[src/rtl/altspace_pkg.sv]
package altspace_pkg;

    // Served space codes; 5..7 are not served
    localparam logic [2:0] SP_SCRATCH  = 3'd0;
    localparam logic [2:0] SP_HSCRATCH = 3'd1;
    localparam logic [2:0] SP_QUEUE    = 3'd2;
    localparam logic [2:0] SP_MMUCTX   = 3'd3;
    localparam logic [2:0] SP_DMMU     = 3'd4;

    // Response fault kinds
    localparam logic [1:0] FK_NONE    = 2'd0;
    localparam logic [1:0] FK_PRIVACT = 2'd1;
    localparam logic [1:0] FK_DAX     = 2'd2;

    // Fault status field values
    localparam logic [1:0] CTX_PRIMARY   = 2'd0;
    localparam logic [3:0] FT_ILLEGAL_SP = 4'h8;

    // Window geometry
    localparam int SCR_N     = 8;
    localparam int QUE_N     = 4;
    localparam int IDX_W     = 3;
    localparam int QUE_BASE  = 32'h3C;

    typedef enum logic [1:0] {
        VD_OK,
        VD_PRIVACT,
        VD_DAX,
        VD_UNSUP
    } verdict_e;

    typedef enum logic [2:0] {
        TG_NONE,
        TG_SCR,
        TG_QUE,
        TG_PCTX,
        TG_SCTX,
        TG_PART
    } target_e;

    typedef struct packed {
        verdict_e            verdict;
        target_e             target;
        logic [IDX_W-1:0]    idx;
    } decode_t;

    typedef enum logic [1:0] {
        ST_IDLE,
        ST_GRANT,
        ST_FAULT,
        ST_ERROR
    } state_e;

endpackage

[src/rtl/altspace_decode.sv]
module altspace_decode
    import altspace_pkg::*;
#(
    parameter int OFF_W = 12
) (
    input  logic [2:0]       space,
    input  logic [OFF_W-1:0] offset,
    input  logic             priv,
    input  logic             hpriv,
    output decode_t          dec
);

    logic [31:0] off32;
    logic        scr_hv_band;
    logic        que_bad_range;
    logic        que_bad_align;

    assign off32 = {{(32-OFF_W){1'b0}}, offset};

    // Scratch slots reserved for hypervisor software
    assign scr_hv_band   = (off32 >= 32'h20) && (off32 < 32'h30);
    // Queue window edges and alignment rule
    assign que_bad_range = (off32 < 32'h3C0) || (off32 > 32'h3F8);
    assign que_bad_align = priv && (off32[3:0] != 4'h0);

    always_comb begin
        dec.verdict = VD_UNSUP;
        dec.target  = TG_NONE;
        dec.idx     = '0;
        unique case (space)
            SP_SCRATCH, SP_HSCRATCH: begin
                if (off32 > 32'h38) begin
                    dec.verdict = VD_DAX;
                end else if (scr_hv_band && !hpriv) begin
                    dec.verdict = VD_DAX;
                end else begin
                    dec.verdict = VD_OK;
                    dec.target  = TG_SCR;
                    dec.idx     = IDX_W'(off32 >> 3);
                end
            end
            SP_QUEUE: begin
                if (!priv && !hpriv) begin
                    dec.verdict = VD_PRIVACT;
                end else if (que_bad_align || que_bad_range) begin
                    dec.verdict = VD_DAX;
                end else begin
                    dec.verdict = VD_OK;
                    dec.target  = TG_QUE;
                    dec.idx     = IDX_W'((off32 >> 4) - QUE_BASE);
                end
            end
            SP_MMUCTX: begin
                if (off32 == 32'h08) begin
                    dec.verdict = VD_OK;
                    dec.target  = TG_PCTX;
                end else if (off32 == 32'h10) begin
                    dec.verdict = VD_OK;
                    dec.target  = TG_SCTX;
                end
            end
            SP_DMMU: begin
                if (off32 == 32'h80) begin
                    dec.verdict = VD_OK;
                    dec.target  = TG_PART;
                end
            end
            default: begin
                dec.verdict = VD_UNSUP;
            end
        endcase
    end

endmodule

[src/rtl/altspace_regfile.sv]
module altspace_regfile
    import altspace_pkg::*;
#(
    parameter int DATA_W = 64
) (
    input  logic              clk,
    input  logic              rst_n,
    input  logic              wr_en,
    input  target_e           target,
    input  logic [IDX_W-1:0]  idx,
    input  logic [DATA_W-1:0] wdata,
    output logic [DATA_W-1:0] rdata
);

    localparam int SIDX_W = $clog2(SCR_N);
    localparam int QIDX_W = $clog2(QUE_N);

    logic [DATA_W-1:0] scr_q [SCR_N];
    logic [DATA_W-1:0] que_q [QUE_N];
    logic [DATA_W-1:0] pctx_q;
    logic [DATA_W-1:0] sctx_q;
    logic [DATA_W-1:0] part_q;

    for (genvar g = 0; g < SCR_N; g++) begin : g_scr
        always_ff @(posedge clk) begin
            if (!rst_n) begin
                scr_q[g] <= '0;
            end else if (wr_en && target == TG_SCR && idx == IDX_W'(g)) begin
                scr_q[g] <= wdata;
            end
        end
    end

    for (genvar g = 0; g < QUE_N; g++) begin : g_que
        always_ff @(posedge clk) begin
            if (!rst_n) begin
                que_q[g] <= '0;
            end else if (wr_en && target == TG_QUE && idx == IDX_W'(g)) begin
                que_q[g] <= wdata;
            end
        end
    end

    always_ff @(posedge clk) begin
        if (!rst_n) begin
            pctx_q <= '0;
            sctx_q <= '0;
            part_q <= '0;
        end else if (wr_en) begin
            if (target == TG_PCTX) pctx_q <= wdata;
            if (target == TG_SCTX) sctx_q <= wdata;
            if (target == TG_PART) part_q <= wdata;
        end
    end

    always_comb begin
        unique case (target)
            TG_SCR:  rdata = scr_q[idx[SIDX_W-1:0]];
            TG_QUE:  rdata = que_q[idx[QIDX_W-1:0]];
            TG_PCTX: rdata = pctx_q;
            TG_SCTX: rdata = sctx_q;
            TG_PART: rdata = part_q;
            default: rdata = '0;
        endcase
    end

endmodule

[src/rtl/altspace_reg_gate.sv]
module altspace_reg_gate
    import altspace_pkg::*;
#(
    parameter int OFF_W  = 12,
    parameter int DATA_W = 64
) (
    input  logic              clk,
    input  logic              rst_n,
    input  logic              req_valid,
    input  logic              req_write,
    input  logic [2:0]        req_space,
    input  logic [OFF_W-1:0]  req_offset,
    input  logic              req_priv,
    input  logic              req_hpriv,
    input  logic [DATA_W-1:0] req_wdata,
    output logic              rsp_valid,
    output logic              rsp_grant,
    output logic [DATA_W-1:0] rsp_rdata,
    output logic [1:0]        rsp_fault_kind,
    output logic              rsp_error,
    output logic              fs_valid,
    output logic              fs_write,
    output logic [1:0]        fs_ctx,
    output logic              fs_side,
    output logic [3:0]        fs_type
);

    decode_t           dec;
    state_e            state_q;
    state_e            state_nx;
    logic              rf_we;
    logic [DATA_W-1:0] rf_rdata;
    logic [DATA_W-1:0] rdata_q;
    logic [1:0]        kind_q;
    logic              is_fault;

    altspace_decode #(
        .OFF_W (OFF_W)
    ) u_decode (
        .space  (req_space),
        .offset (req_offset),
        .priv   (req_priv),
        .hpriv  (req_hpriv),
        .dec    (dec)
    );

    assign rf_we    = req_valid && req_write && (dec.verdict == VD_OK);
    assign is_fault = req_valid &&
                      (dec.verdict == VD_PRIVACT || dec.verdict == VD_DAX);

    altspace_regfile #(
        .DATA_W (DATA_W)
    ) u_regs (
        .clk    (clk),
        .rst_n  (rst_n),
        .wr_en  (rf_we),
        .target (dec.target),
        .idx    (dec.idx),
        .wdata  (req_wdata),
        .rdata  (rf_rdata)
    );

    // Next-state selection
    always_comb begin
        state_nx = ST_IDLE;
        if (req_valid) begin
            unique case (dec.verdict)
                VD_OK:              state_nx = ST_GRANT;
                VD_PRIVACT, VD_DAX: state_nx = ST_FAULT;
                default:            state_nx = ST_ERROR;
            endcase
        end
    end

    // State register
    always_ff @(posedge clk) begin
        if (!rst_n) begin
            state_q <= ST_IDLE;
        end else begin
            state_q <= state_nx;
        end
    end

    // Captured response payload and fault status
    always_ff @(posedge clk) begin
        if (!rst_n) begin
            rdata_q  <= '0;
            kind_q   <= FK_NONE;
            fs_valid <= 1'b0;
            fs_write <= 1'b0;
            fs_ctx   <= CTX_PRIMARY;
            fs_side  <= 1'b0;
            fs_type  <= 4'h0;
        end else begin
            rdata_q <= (req_valid && !req_write && dec.verdict == VD_OK)
                       ? rf_rdata : '0;
            unique case (dec.verdict)
                VD_PRIVACT: kind_q <= FK_PRIVACT;
                VD_DAX:     kind_q <= FK_DAX;
                default:    kind_q <= FK_NONE;
            endcase
            if (is_fault) begin
                fs_valid <= 1'b1;
                fs_write <= req_write;
                fs_ctx   <= CTX_PRIMARY;
                fs_side  <= 1'b1;
                fs_type  <= FT_ILLEGAL_SP;
            end
        end
    end

    // Response outputs
    always_comb begin
        rsp_valid      = 1'b0;
        rsp_grant      = 1'b0;
        rsp_rdata      = '0;
        rsp_fault_kind = FK_NONE;
        rsp_error      = 1'b0;
        unique case (state_q)
            ST_IDLE: begin
            end
            ST_GRANT: begin
                rsp_valid = 1'b1;
                rsp_grant = 1'b1;
                rsp_rdata = rdata_q;
            end
            ST_FAULT: begin
                rsp_valid      = 1'b1;
                rsp_fault_kind = kind_q;
            end
            ST_ERROR: begin
                rsp_valid = 1'b1;
                rsp_error = 1'b1;
            end
            default: begin
            end
        endcase
    end

endmodule

[config.mk]
export PLATFORM = sky130hd
export DESIGN_NAME = altspace_reg_gate
export DESIGN_NICKNAME = d
export VERILOG_FILES = /design/src/rtl/altspace_pkg.sv /design/src/rtl/altspace_decode.sv /design/src/rtl/altspace_regfile.sv /design/src/rtl/altspace_reg_gate.sv
export SDC_FILE = /design/constraint.sdc
export NUM_CORES = 2
export LEC_CHECK = 0
export BUFFER_PORTS_ARGS = -buffer_cell sky130_fd_sc_hd__buf_2
export CAP_MARGIN = 40
export CORE_ASPECT_RATIO = 0.8
export CORE_MARGIN = 5
export CORE_UTILIZATION = 56
export DETAILED_ROUTE_END_ITERATION = 8
export PLACE_DENSITY = 0.74
export REMOVE_ABC_BUFFERS = 1
export SLEW_MARGIN = 20
export SYNTH_ARGS = -nofsm -noshare
export SYNTH_HDL_FRONTEND = slang
export SYNTH_HIERARCHICAL = 1
export SYNTH_SLANG_ARGS = --single-unit
[constraint.sdc]
create_clock -name clk -period 6.84 [get_ports clk]
set_input_delay 0.684 -clock clk [delete_from_list [all_inputs] [get_ports clk]]
set_output_delay 0.684 -clock clk [all_outputs]
set_load 0.005 [all_outputs]
==> results by group <==
Place
  – RePlAce Congestion: 0.812
  – Placed cells: 4748
  – Placed inst area: slightly below 50000 um2
  – Port-buffer cells: roughly 160
  – Final HPWL DP: 71.6 mm

STA
  – Max Slew Vio Count: 0
  – Relative slew slack: 38.6%
  – Final min period: 4500 ps
  – WHS: approximately 300 ps
  – Worst Clk Skew: approximately 28 ps
  – Maximum clock frequency: 222 MHz
  – Final setup fails: 0
  – RSZ-0062 raised after global routing: false
  – Final TNS setup: 0 ps
  – Tcrit/Tclk final: 65.9%
  – Worst-margin pin slew: 921 ps
  – Final hold vios: 0

Floorplanning
  – Die area: 88900 um2
  – Starting Density: 56.5%
  – Core area: between 80000 and 90000 um2
  – I/O pins: roughly 160
  – Row count: 94
  – Die Span Y: 268 um
  – DIE WIDTH: 332 um

Power and ir drop
  – Sequential power share: a little over half
  – Clock Power Share: a little over two fifths
  – Maximum VDD drop: 226 uV
  – Sw Pwr: between 2000 and 3000 uW
  – Internal power: approximately 10000 uW
  – Total leakage power: approximately 0.018 uW
  – PD cells: 250 nW/um2
  – Switching part of the total: a little over a fifth
  – Comb pwr share: 3.8%

Setup path
  – Critical-path maximum fanout: 33
  – Reg-to-reg startpoint: u_regs/que_q[0][33]
  – Crit-path cells: buf_2, nor4_4, nand4_1, a22oi_1, o311ai_1, inv_1, ha_1, and3_1, nor2b_1, nand2_1, o21ai_4, buf_4, buf_4
  – Critical Path Sink: u_regs/que_q[0][54]
  – FF-to-FF path depth: 4
  – Req. time, crit path: slightly above 7000 ps
  – Worst r2r dst: rdata_q[33]
  – Worst Setup Start Kind: primary input
  – Critical Path Slowest Stage Cell: buf_4
  – Slowest Stage Delay on Critical Path: 650 ps
  – CP startpoint: req_offset[3]
  – Worst path depth: 13
  – Worst path bufs/invs: 4
  – Delay-heaviest family, CP: simple AND/OR/NAND/NOR gates
  – Worst EP arrival: between 4000 and 5000 ps
  – CP Capture Type: flop
  – Reg2reg setup slack: 4940 ps
  – Critical Path Most Common Cell: buf_4
  – Critical path class: primary input to flop

GRT
  – Gr ovfl total: 0
  – Initial antenna violation count: 4
  – Vias in the first global route: approximately 30000
  – Tot GR Track Use: 27.9%
  – Pin count of the biggest net entering global routing: ~110
  – First-pass GRT wire length: 190 mm

Yosys
  – Post-synth cell types: 67
  – Count leader, synth: and2_1
  – Mapped Cells: 3742
  – Synth warnings: 6
  – Async set-reset flop share out of synthesis: 0%
  – Post-synth top cells: and2_1 (872), edfxtp_1 (768), nand2_1 (394), dfxtp_1 (262), mux2_2 (191)
  – Synth area leader: edfxtp_1
  – #FFs+latches synth: 1030
  – Top_reg_cell synth: edfxtp_1
  – Post-synthesis cell area: 46500 um2
  – Top cell type's share of synthesized area: 49.6%
  – Part of the Yosys area used for sequential elements: around three fifths
  – EDFF count, synth: 768
  – Leading post-synthesis cells by cell area: edfxtp_1 (50%), and2_1 (12%), dfxtp_1 (11%)
  – Post-synthesis average cell area: 12.4 um2

Routing
  – Drt via density: ~6.1
  – Vias: approximately 30000
  – Iter 0 DRT Violations: roughly 4300
  – Drt pass-1 iters: 7
  – ANT nets after route: 0
  – DRC Markers: 0
  – Routed WL: 127 mm
  – Drt wl/cell: 25.7 um

Clock network
  – Cts bufs inserted: 103
  – Root Buffer: clkbuf_16
  – CTS tree: built
  – Clk slew on worst S/H paths: 60 ps
  – Insertion delay to the later sink of the worst-skew pair: between 600 and 700 ps
  – Hold buffers post-CTS: 0
  – Post-CTS Setup Inserts: 0
  – CTS H-tree depth: 3
  – CTS sink cnt: ~1000
  – Clock buffer depth: 3
  – CTS resizes: 0

Finish
  – Layout cells sized above 1: a little under a fifth
  – Non-filler cells, final: 4949
  – Final #Nets: 3844
  – Layout area overhead: 10.9%
  – Final instance area: 51600 um2

Run
  – Max Cap Viol: 0

Worst hold path
  – Hold crit path type: primary input to flop

Outcome
  – Status: completed
## worst min-delay path: cells and delay by family
kind          cells  cell delay, ps
buf+inv           1             130
simple gates      2             120
## state kept, by name, summed over array words and instances (netlist names)
| register | count |
|---|---|
| fs_side | 1 |
| state_q | 2 |
| rdata_q | 64 |
| u_regs/part_q | 64 |
| fs_write | 1 |
| u_regs/sctx_q | 64 |
| u_regs/pctx_q | 64 |
| kind_q | 2 |
| u_regs/que_q | 256 |
| u_regs/scr_q | 512 |
## cell usage in the layout (no fill, tap or decap), types with 5 or more instances in the layout
cell type / count
or2_2: 5
edfxtp_1: 768
conb_1: 5
a21boi_0: 163
buf_16: 10
o21ai_0: 68
and2_1: 871
buf_12: 17
o21a_1: 20
buf_2: 156
nor2_1: 6
mux2i_1: 172
dfxtp_1: 262
o22ai_1: 128
clkinv_2: 20
o22a_1: 43
mux4_2: 21
nand2_1: 393
o21ai_4: 12
o31ai_1: 23
mux2_2: 191
nor2_4: 14
a21boi_1: 29
a21oi_1: 24
clkbuf_1: 30
buf_4: 62
and2_2: 30
clkbuf_16: 105
o21ai_1: 19
clkbuf_8: 7
clkinv_1: 19
a222oi_1: 64
nand3b_1: 5
## routing by layer
layer  track usage, %  wire length, um
met1             41.1            53000
met2             42.7            56400
met3             6.24            14500
met4             7.03             3270
met5                0                0
## metrics by stage
stage               total power (uW)  utilization [%]  setup WS [ps]
floorplan                       7350                -         -13450
global placement                7570             58.2           1670
detailed placement              7590             58.6           1820
CTS                            12900             62.5           2530
global route                   13300             62.7           2210
finish                         12900             62.7           2340
## logic make-up (layout without fill, tap and decap cells)
family	Yosys count	in the layout	synth area share, %
buffers and inverters	347	445	3.66
other	1	6	0.00806
multiplexers	384	384	9.34
AND/OR/NAND/NOR	1376	1376	16.9
XOR/XNOR	1	1	0.0188
flip-flops	1030	1030	60.9
AO/OA/AOI/OAI	599	599	9.14
adder cells (fa/ha/maj)	4	4	0.108
## worst min-delay path by stage
stage	to	slack [ps]	startpoint	cells past startpoint
after floorplan	u_regs/pctx_q[12]	430	u_regs/pctx_q[12]	2
after global placement	u_regs/pctx_q[40]	440	u_regs/pctx_q[40]	2
after detailed placement	u_regs/pctx_q[40]	440	u_regs/pctx_q[40]	2
after CTS	state_q[1]	270	req_valid	3
after global routing	state_q[1]	300	req_valid	3
final	state_q[1]	300	req_valid	3
## power groups by stage
stage          Clock, uW  Combinational (uW)  Sequential (uW)
2_1_floorplan          0                 219             7130
3_3_place_gp           0                 463             7110
3_5_place_dp           0                 475             7120
4_1_cts             5480                 478             6990
5_1_grt             5750                 517             7000
6_report            5430                 486             6990
## cell type report
class | count | area [um2]
clock inverter | 52 | 390
clock buffer | 142 | 2840
multi-input combinational | 2369 | 16800
timing repair buffer | 247 | 1880
fill | 6284 | 30700
sequential | 1030 | 28300
tap | 1104 | 1380
antenna | 1 | 2.50
inverter | 4 | 15.0
Note: power is estimated with default switching activity, not from simulation.
